## src/rtl/mic_rx_pkg.sv

```systemverilog
package mic_rx_pkg;

    localparam int ADDR_W   = 8;
    localparam int DATA_W   = 32;
    localparam int SAMPLE_W = 24;
    localparam int TAG_W    = DATA_W - SAMPLE_W;

    // register offsets
    localparam logic [ADDR_W-1:0] OFF_CTRL  = 8'h00;
    localparam logic [ADDR_W-1:0] OFF_MODE  = 8'h04;
    localparam logic [ADDR_W-1:0] OFF_CFG   = 8'h08;
    localparam logic [ADDR_W-1:0] OFF_HOLD  = 8'h0C;
    localparam logic [ADDR_W-1:0] OFF_IEN   = 8'h14;
    localparam logic [ADDR_W-1:0] OFF_IDIS  = 8'h18;
    localparam logic [ADDR_W-1:0] OFF_IMASK = 8'h1C;
    localparam logic [ADDR_W-1:0] OFF_ISTAT = 8'h20;
    localparam logic [ADDR_W-1:0] OFF_VER   = 8'h50;

    // interrupt source positions
    localparam int IB_RDY   = 0;
    localparam int IB_EMP   = 1;
    localparam int IB_FULL  = 2;
    localparam int IB_CHUNK = 3;
    localparam int IB_UDR   = 4;
    localparam int IB_OVR   = 5;
    localparam int IRQ_N    = 6;

    // chunk threshold field in the mode word
    localparam int CHUNK_LSB = 28;
    localparam int CHUNK_W   = 4;

    typedef enum logic [0:0] {
        BUS_IDLE = 1'b0,
        BUS_RESP = 1'b1
    } bus_state_e;

    typedef struct packed {
        logic soft_rst;
        logic ien_wr;
        logic idis_wr;
        logic hold_rd;
        logic stat_rd;
    } acc_strobe_t;

endpackage

```

## src/rtl/mic_rx_fifo.sv

```systemverilog
module mic_rx_fifo #(
    parameter int DEPTH = 16,
    parameter int WIDTH = 26
) (
    input  logic                           clk,
    input  logic                           rst_n,
    input  logic                           flush,
    input  logic                           push_valid,
    input  logic [WIDTH-1:0]               push_data,
    output logic                           push_ready,
    input  logic                           pop,
    output logic [WIDTH-1:0]               head,
    output logic [$clog2(DEPTH+1)-1:0]     count,
    output logic                           empty,
    output logic                           full
);
    localparam int PTR_W = (DEPTH > 1) ? $clog2(DEPTH) : 1;
    localparam int CNT_W = $clog2(DEPTH + 1);
    localparam logic [PTR_W-1:0] LAST = PTR_W'(DEPTH - 1);

    logic [WIDTH-1:0] mem [DEPTH];
    logic [PTR_W-1:0] wr_ptr, rd_ptr;
    logic [CNT_W-1:0] cnt_q;
    logic             do_push, do_pop;

    assign full       = (cnt_q == CNT_W'(DEPTH));
    assign empty      = (cnt_q == '0);
    assign push_ready = !full;
    assign do_push    = push_valid && !full && !flush;
    assign do_pop     = pop && !empty && !flush;
    assign head       = mem[rd_ptr];
    assign count      = cnt_q;

    always_ff @(posedge clk) begin
        if (do_push) begin
            mem[wr_ptr] <= push_data;
        end
    end

    always_ff @(posedge clk or negedge rst_n) begin
        if (!rst_n) begin
            wr_ptr <= '0;
            rd_ptr <= '0;
            cnt_q  <= '0;
        end else if (flush) begin
            wr_ptr <= '0;
            rd_ptr <= '0;
            cnt_q  <= '0;
        end else begin
            if (do_push) begin
                wr_ptr <= (wr_ptr == LAST) ? '0 : wr_ptr + 1'b1;
            end
            if (do_pop) begin
                rd_ptr <= (rd_ptr == LAST) ? '0 : rd_ptr + 1'b1;
            end
            case ({do_push, do_pop})
                2'b10:   cnt_q <= cnt_q + 1'b1;
                2'b01:   cnt_q <= cnt_q - 1'b1;
                default: cnt_q <= cnt_q;
            endcase
        end
    end


    fifo_bound_chk: assert property (@(posedge clk) disable iff (!rst_n)
        cnt_q <= CNT_W'(DEPTH));


    cnt_step_chk: assert property (@(posedge clk) disable iff (!rst_n)
        !flush |=> (cnt_q == $past(cnt_q)) || (cnt_q == $past(cnt_q) + 1'b1)
                   || (cnt_q + 1'b1 == $past(cnt_q)));


    full_hold_chk: assert property (@(posedge clk) disable iff (!rst_n)
        (full && !pop && !flush) |=> full);

endmodule

```

## src/rtl/mic_rx_irq.sv

```systemverilog
module mic_rx_irq
    import mic_rx_pkg::*;
(
    input  logic             clk,
    input  logic             rst_n,
    input  logic             flush,
    input  logic             ien_wr,
    input  logic             idis_wr,
    input  logic [IRQ_N-1:0] wbits,
    input  logic             stat_rd,
    input  logic             lvl_rdy,
    input  logic             lvl_emp,
    input  logic             lvl_full,
    input  logic             lvl_chunk,
    input  logic             udr_evt,
    input  logic             ovr_evt,
    output logic [IRQ_N-1:0] mask,
    output logic [IRQ_N-1:0] status,
    output logic             irq
);
    logic [IRQ_N-1:0] mask_q;
    logic             udr_q, ovr_q;

    always_ff @(posedge clk or negedge rst_n) begin
        if (!rst_n) begin
            mask_q <= '0;
        end else if (ien_wr) begin
            mask_q <= mask_q | wbits;
        end else if (idis_wr) begin
            mask_q <= mask_q & ~wbits;
        end
    end

    always_ff @(posedge clk or negedge rst_n) begin
        if (!rst_n) begin
            udr_q <= 1'b0;
            ovr_q <= 1'b0;
        end else if (flush) begin
            udr_q <= 1'b0;
            ovr_q <= 1'b0;
        end else begin
            udr_q <= (udr_q && !stat_rd) || udr_evt;
            ovr_q <= (ovr_q && !stat_rd) || ovr_evt;
        end
    end

    always_comb begin
        status           = '0;
        status[IB_RDY]   = lvl_rdy;
        status[IB_EMP]   = lvl_emp;
        status[IB_FULL]  = lvl_full;
        status[IB_CHUNK] = lvl_chunk;
        status[IB_UDR]   = udr_q;
        status[IB_OVR]   = ovr_q;
    end

    assign mask = mask_q;
    assign irq  = |(status & mask_q);


    mask_set_chk: assert property (@(posedge clk) disable iff (!rst_n)
        ien_wr |=> ((mask_q & $past(wbits)) == $past(wbits)));


    mask_clr_chk: assert property (@(posedge clk) disable iff (!rst_n)
        (idis_wr && !ien_wr) |=> ((mask_q & $past(wbits)) == '0));


    stat_clear_chk: assert property (@(posedge clk) disable iff (!rst_n)
        (stat_rd && !ovr_evt && !flush) |=> !ovr_q);


    evt_wins_chk: assert property (@(posedge clk) disable iff (!rst_n)
        (ovr_evt && !flush) |=> ovr_q);

endmodule

```

## src/rtl/mic_rx_bus.sv

```systemverilog
module mic_rx_bus
    import mic_rx_pkg::*;
#(
    parameter logic [11:0] VERSION = 12'h2C5
) (
    input  logic               clk,
    input  logic               rst_n,
    input  logic               bus_sel,
    input  logic               bus_wr,
    input  logic [ADDR_W-1:0]  bus_addr,
    input  logic [DATA_W-1:0]  bus_wdata,
    output logic               bus_ready,
    output logic [DATA_W-1:0]  bus_rdata,
    output logic               bus_rvalid,
    input  logic [DATA_W-1:0]  hold_word,
    input  logic               fifo_empty,
    input  logic [IRQ_N-1:0]   mask,
    input  logic [IRQ_N-1:0]   status,
    output acc_strobe_t        strobe,
    output logic [CHUNK_W-1:0] chunk_code
);
    bus_state_e        state_q, state_d;
    logic              acc_rd, acc_wr;
    logic [DATA_W-1:0] mode_q, cfg_q, rd_mux, rdata_q;

    assign acc_rd = bus_sel && !bus_wr && (state_q == BUS_IDLE);
    assign acc_wr = bus_sel &&  bus_wr && (state_q == BUS_IDLE);

    // next state
    always_comb begin
        state_d = state_q;
        unique case (state_q)
            BUS_IDLE: if (acc_rd) state_d = BUS_RESP;
            BUS_RESP: state_d = BUS_IDLE;
        endcase
    end

    always_ff @(posedge clk or negedge rst_n) begin
        if (!rst_n) state_q <= BUS_IDLE;
        else        state_q <= state_d;
    end

    // outputs of the access machine
    always_comb begin
        bus_ready  = 1'b0;
        bus_rvalid = 1'b0;
        unique case (state_q)
            BUS_IDLE: bus_ready  = 1'b1;
            BUS_RESP: bus_rvalid = 1'b1;
        endcase
    end

    always_comb begin
        strobe.soft_rst = acc_wr && (bus_addr == OFF_CTRL) && bus_wdata[0];
        strobe.ien_wr   = acc_wr && (bus_addr == OFF_IEN);
        strobe.idis_wr  = acc_wr && (bus_addr == OFF_IDIS);
        strobe.hold_rd  = acc_rd && (bus_addr == OFF_HOLD);
        strobe.stat_rd  = acc_rd && (bus_addr == OFF_ISTAT);
    end

    always_ff @(posedge clk or negedge rst_n) begin
        if (!rst_n) begin
            mode_q <= '0;
            cfg_q  <= '0;
        end else if (acc_wr) begin
            if (bus_addr == OFF_MODE) mode_q <= bus_wdata;
            if (bus_addr == OFF_CFG)  cfg_q  <= bus_wdata;
        end
    end

    always_comb begin
        case (bus_addr)
            OFF_MODE:  rd_mux = mode_q;
            OFF_CFG:   rd_mux = cfg_q;
            OFF_HOLD:  rd_mux = fifo_empty ? '0 : hold_word;
            OFF_IMASK: rd_mux = DATA_W'(mask);
            OFF_ISTAT: rd_mux = DATA_W'(status);
            OFF_VER:   rd_mux = DATA_W'(VERSION);
            default:   rd_mux = '0;
        endcase
    end

    always_ff @(posedge clk or negedge rst_n) begin
        if (!rst_n)      rdata_q <= '0;
        else if (acc_rd) rdata_q <= rd_mux;
    end

    assign bus_rdata  = rdata_q;
    assign chunk_code = mode_q[CHUNK_LSB +: CHUNK_W];


    rvalid_pulse_chk: assert property (@(posedge clk) disable iff (!rst_n)
        bus_rvalid |=> !bus_rvalid);


    rd_resp_chk: assert property (@(posedge clk) disable iff (!rst_n)
        (bus_sel && !bus_wr && bus_ready) |=> (bus_rvalid && !bus_ready));


    wr_ignored_chk: assert property (@(posedge clk) disable iff (!rst_n)
        (bus_sel && bus_wr && bus_ready && bus_addr != OFF_MODE) |=> $stable(mode_q));

endmodule

```

## src/rtl/mic_rx_regs.sv

```systemverilog
module mic_rx_regs
    import mic_rx_pkg::*;
#(
    parameter int          DEPTH   = 16,
    parameter int          CHAN_W  = 2,
    parameter logic [11:0] VERSION = 12'h2C5
) (
    input  logic                clk,
    input  logic                rst_n,
    input  logic                bus_sel,
    input  logic                bus_wr,
    input  logic [7:0]          bus_addr,
    input  logic [31:0]         bus_wdata,
    output logic                bus_ready,
    output logic [31:0]         bus_rdata,
    output logic                bus_rvalid,
    output logic                irq,
    output logic                dma_req,
    input  logic                smp_valid,
    output logic                smp_ready,
    input  logic [23:0]         smp_data,
    input  logic [CHAN_W-1:0]   smp_chan
);
    localparam int ENTRY_W = SAMPLE_W + CHAN_W;
    localparam int CNT_W   = $clog2(DEPTH + 1);

    acc_strobe_t         strobe;
    logic [CHUNK_W-1:0]  chunk_code;
    logic [CHUNK_W-1:0]  chunk_thr;
    logic [ENTRY_W-1:0]  fifo_head;
    logic [CNT_W-1:0]    fifo_count;
    logic                fifo_empty, fifo_full;
    logic                chunk_lvl, udr_evt, ovr_evt;
    logic [DATA_W-1:0]   hold_word;
    logic [IRQ_N-1:0]    mask, status;

    mic_rx_fifo #(
        .DEPTH (DEPTH),
        .WIDTH (ENTRY_W)
    ) u_fifo (
        .clk        (clk),
        .rst_n      (rst_n),
        .flush      (strobe.soft_rst),
        .push_valid (smp_valid),
        .push_data  ({smp_chan, smp_data}),
        .push_ready (smp_ready),
        .pop        (strobe.hold_rd),
        .head       (fifo_head),
        .count      (fifo_count),
        .empty      (fifo_empty),
        .full       (fifo_full)
    );

    assign hold_word = {TAG_W'(fifo_head[ENTRY_W-1:SAMPLE_W]), fifo_head[SAMPLE_W-1:0]};

    assign chunk_thr = (chunk_code == '0) ? CHUNK_W'(1) : chunk_code;
    assign chunk_lvl = (32'(fifo_count) >= 32'(chunk_thr));
    assign dma_req   = chunk_lvl;

    assign udr_evt = strobe.hold_rd && fifo_empty;
    assign ovr_evt = smp_valid && fifo_full;

    mic_rx_irq u_irq (
        .clk       (clk),
        .rst_n     (rst_n),
        .flush     (strobe.soft_rst),
        .ien_wr    (strobe.ien_wr),
        .idis_wr   (strobe.idis_wr),
        .wbits     (bus_wdata[IRQ_N-1:0]),
        .stat_rd   (strobe.stat_rd),
        .lvl_rdy   (!fifo_empty),
        .lvl_emp   (fifo_empty),
        .lvl_full  (fifo_full),
        .lvl_chunk (chunk_lvl),
        .udr_evt   (udr_evt),
        .ovr_evt   (ovr_evt),
        .mask      (mask),
        .status    (status),
        .irq       (irq)
    );

    mic_rx_bus #(
        .VERSION (VERSION)
    ) u_bus (
        .clk        (clk),
        .rst_n      (rst_n),
        .bus_sel    (bus_sel),
        .bus_wr     (bus_wr),
        .bus_addr   (bus_addr),
        .bus_wdata  (bus_wdata),
        .bus_ready  (bus_ready),
        .bus_rdata  (bus_rdata),
        .bus_rvalid (bus_rvalid),
        .hold_word  (hold_word),
        .fifo_empty (fifo_empty),
        .mask       (mask),
        .status     (status),
        .strobe     (strobe),
        .chunk_code (chunk_code)
    );


    udr_latch_chk: assert property (@(posedge clk) disable iff (!rst_n)
        (bus_sel && !bus_wr && bus_ready && bus_addr == OFF_HOLD && fifo_empty)
        |=> status[IB_UDR]);


    ovr_latch_chk: assert property (@(posedge clk) disable iff (!rst_n)
        (smp_valid && !smp_ready && !strobe.soft_rst) |=> status[IB_OVR]);


    dma_nonempty_chk: assert property (@(posedge clk) disable iff (!rst_n)
        dma_req |-> !fifo_empty);


    flush_empty_chk: assert property (@(posedge clk) disable iff (!rst_n)
        strobe.soft_rst |=> (fifo_empty && !status[IB_OVR] && !status[IB_UDR]));


    irq_quiet_chk: assert property (@(posedge clk) disable iff (!rst_n)
        (mask == '0) |-> !irq);

endmodule

```

## config.mk

```make
export PLATFORM = sky130hd
export DESIGN_NAME = mic_rx_regs
export DESIGN_NICKNAME = d
export VERILOG_FILES = /design/src/rtl/mic_rx_pkg.sv /design/src/rtl/mic_rx_fifo.sv /design/src/rtl/mic_rx_irq.sv /design/src/rtl/mic_rx_bus.sv /design/src/rtl/mic_rx_regs.sv
export SDC_FILE = /design/constraint.sdc
export NUM_CORES = 1
export LEC_CHECK = 0
export ABC_CLOCK_PERIOD_IN_PS = 5400
export BUFFER_PORTS_ARGS = -buffer_cell sky130_fd_sc_hd__buf_2
export CAP_MARGIN = 20
export CORE_MARGIN = 5
export CORE_UTILIZATION = 46
export CTS_CLUSTER_SIZE = 12
export DETAILED_ROUTE_END_ITERATION = 8
export HOLD_SLACK_MARGIN = 0.03
export PLACE_DENSITY = 0.65
export REMOVE_ABC_BUFFERS = 1
export SYNTH_ARGS = -nofsm -noshare
export SYNTH_HDL_FRONTEND = slang
export SYNTH_SLANG_ARGS = --single-unit
export TNS_END_PERCENT = 5
```

## constraint.sdc

```tcl
create_clock -name clk -period 5.4 [get_ports clk]
set_input_delay 0.54 -clock clk [delete_from_list [all_inputs] [get_ports clk]]
set_output_delay 0.54 -clock clk [all_outputs]
set_load 0.01 [all_outputs]
```

==> reports/qor.csv <==
metric,value,unit
status,"finished, final reports clean",
register clock-pin slew on the reported worst setup and hold paths,0.06,ns
antenna-violating nets left,0,
CTS tree,yes,
vias in the first global route,12100,
number of setup violations in the final report,0,
Max Cap Viol,0,
WL/cell,25.4,µm
crit path launch type,register,
CP bufs+invs,1,
leading area contributor after synthesis,edfxtp_1,
Die Ht,226,µm
"delay-heaviest family, CP",compound AO/OA/AOI/OAI gates,
CP Capture Type,register,
"Clk Latency, worst-skew pair",0.59,ns
pre-CTS WS,1.32,ns
num rows,79,
Power Density,376,nW/µm²
io pins,108,
Core ar.,46500,µm²
Yosys top cell area share,0.581,
PnR worst setup slack,1.61,ns
CTS Sinks,534,
drt via density,5.97,
crit-path cells,or4_1 > o2111ai_1 > inv_1 > ha_1 > xor2_1 > ha_1 > nor2b_1 > o211a_1 > nor3_1 > a2111oi_0 > mux2i_1,
Detailed Routing Iterations Pass 1,5,
Critical-path top delay cell,or4_1,
"Arr. time, crit path",4.30,ns
Synth area leaders,"edfxtp_1 58%, dfrtp_1 14%, mux4_2 8.8%, mux2_2 4.2%, a22oi_1 1.8%",
Via Count,11800,
port bufs,107,
post-CTS sizing,0,
skew final,0.0128,ns
initial antenna violation count,1,
H-tree levels,2,
"Core Util, Final",0.524,
Syn-to-layout area delta,13.2,%
period utilisation layout,0.702,
hold slack,0.0495,ns
DP HPWL,29100,µm
global route overflow,0,
first-pass GRT wire length,75000,µm
"Avg Cell Area, Syn",17.7,µm²
worst vdd ir,0.247,mV
share of layout cells above drive strength 1,0.284,
postcts setup bufs,0,
worst hold path class,input pin to asynchronous set/reset pin,
Slew Limit Fails,0,
#FFs+latches synth,534,
"slowest stage delay, CP",0.65,ns
synthesized area,21500,µm²
drt first-iter violations,1124,
Inserted Clock Buffers,54,
final wirelength,50100,µm
Commonest cells post-synth,"416 x edfxtp_1, 118 x dfrtp_1, 84 x mux4_2, 80 x mux2_2, 57 x nand2_1",
routability congestion estimate,0.813,
root buffer cell,clkbuf_16,
"critical path fanouts, max",11,
setup TNS,0,ns
f_max,264,MHz
Leakage,8.51,nW
CP dominant cell by count,ha_1,
post-synthesis cell count,1213,
slew margin rel.,0.248,
die width,226,µm
Hold Fails Final Rpt,0,
"count leader, synth",edfxtp_1,
"EDFF count, synth",416,
residual DRC count,0,
GRT Total Usage,0.196,
Die ar.,51200,µm²
"FFs w/ async S/R, synth",0.221,
RSZ-0062 raised after global routing,false,
Yosys warnings,0,
Pwr Total,0.00916,W
WP data required,5.91,ns
Initial Util,0.463,
post-synthesis sequential area ratio,0.718,
CTS max path bufs,3,
largest net degree at the start of global routing,67,
cts hold-fix bufs,0,
Synth cell types,64,
nets,1406,
ys flop type,edfxtp_1,
kind of critical path,register to register,
fin crit period,3.79,ns
Worst Tran Pin Value,1.13,ns
==> layer usage <==
layer  up-vias  part of all wire  track usage
met5         -           0.00026            0
met4         2             0.020       0.0524
met3        81             0.075       0.0368
met2       478              0.46        0.306
met1      6129              0.44        0.287
li1       5080                 -            -
==> registers in the layout (all words and copies together) (netlist names), named ones only <==
| signal | count |
|---|---|
| u_bus.cfg_q | 32 |
| u_bus.state_q | 1 |
| u_fifo.mem | 416 |
| u_fifo.wr_ptr | 4 |
| u_bus.bus_rdata | 32 |
| u_irq.ovr_q | 1 |
| u_bus.mode_q | 32 |
| u_irq.udr_q | 1 |
| u_fifo.rd_ptr | 4 |
| u_fifo.count | 5 |
==> metrics by stage <==
| stage | instances | cell area (µm²) |
|---|---|---|
| CTS | 1971 | 24300 |
| detailed placement | 1872 | 22700 |
| global route | 1972 | 24300 |
| finish | 1973 | 24300 |
| global placement | 1871 | 22700 |
| floorplan | 1140 | 21200 |
==> worst reg2reg max path, stage by stage (launching register included) <==
cell,delay (ns)
dfrtp_1,0.49
or4_1,0.65
o2111ai_1,0.48
inv_1,0.20
ha_1,0.36
xor2_1,0.19
ha_1,0.18
nor2b_1,0.18
o211a_1,0.16
nor3_1,0.04
a2111oi_0,0.56
mux2i_1,0.24
==> cells in the final DEF, fill, tap and decap left out, types with 12 or more instances in the layout <==
cell type,netlist,layout
mux2_2,80,80
clkbuf_1,24,27
and2_2,0,12
buf_4,2,19
mux2i_1,29,29
a22oi_1,53,53
o22ai_1,12,12
buf_2,42,106
o21ai_0,27,27
ha_1,13,13
nor2b_1,15,15
nor2_1,43,43
mux4_2,84,84
a211oi_1,12,12
edfxtp_1,416,416
a21oi_1,12,12
clkbuf_16,0,55
nand2_1,57,57
nor3_1,22,22
a221o_1,12,12
dfrtp_1,118,114
==> power by group <==
| group | leakage (nW) | internal [W] | switching (W) |
|---|---|---|---|
| Combinational | 2.34 | 0.000240 | 0.000482 |
| Sequential | 5.36 | 0.00477 | 0.000125 |
| Clock | 0.805 | 0.00203 | 0.00151 |
| Total | 8.51 | 0.00705 | 0.00211 |
==> path summary, 6_finish.rpt <==
| kind | start | endpoint | slack [ns] | cells past startpoint |
|---|---|---|---|---|
| setup reg to reg | u_fifo.count[1] | u_fifo.count[4] | 1.61 | 11 |
| hold / removal | rst_n | u_bus.cfg_q[7] | 0.05 | 1 |
| max in group asynchronous | rst_n | u_bus.mode_q[18] | 4.02 | 2 |
| min in group clk | bus_wdata[29] | u_bus.mode_q[29] | 0.19 | 3 |
| setup / recovery | u_fifo.count[1] | u_fifo.count[4] | 1.61 | 11 |
| hold reg to reg | u_bus.bus_rdata[28] | u_bus.bus_rdata[28] | 0.48 | 2 |
==> area by class of cell <==
| cell class | instances | area [µm²] |
|---|---|---|
| Sequential cell | 534 | 15500 |
| Tap cell | 607 | 759 |
| Clock buffer | 89 | 1570 |
| Timing Repair Buffer | 126 | 688 |
| Antenna cell | 1 | 2.50 |
| Inverter | 11 | 41.3 |
| Fill cell | 3752 | 22100 |
| Multi-Input combinational cell | 595 | 5730 |
| Clock inverter | 10 | 98.8 |
==> cells by family after synthesis <==
kind of cell | synth area share
AND/OR/NAND/NOR | 0.0484
XOR/XNOR | 0.00204
flip-flops | 0.718
buffers and inverters | 0.0175
AO/OA/AOI/OAI | 0.0628
adder cells (fa/ha/maj) | 0.00756
multiplexers | 0.144
(Power assumes the default switching activity.)
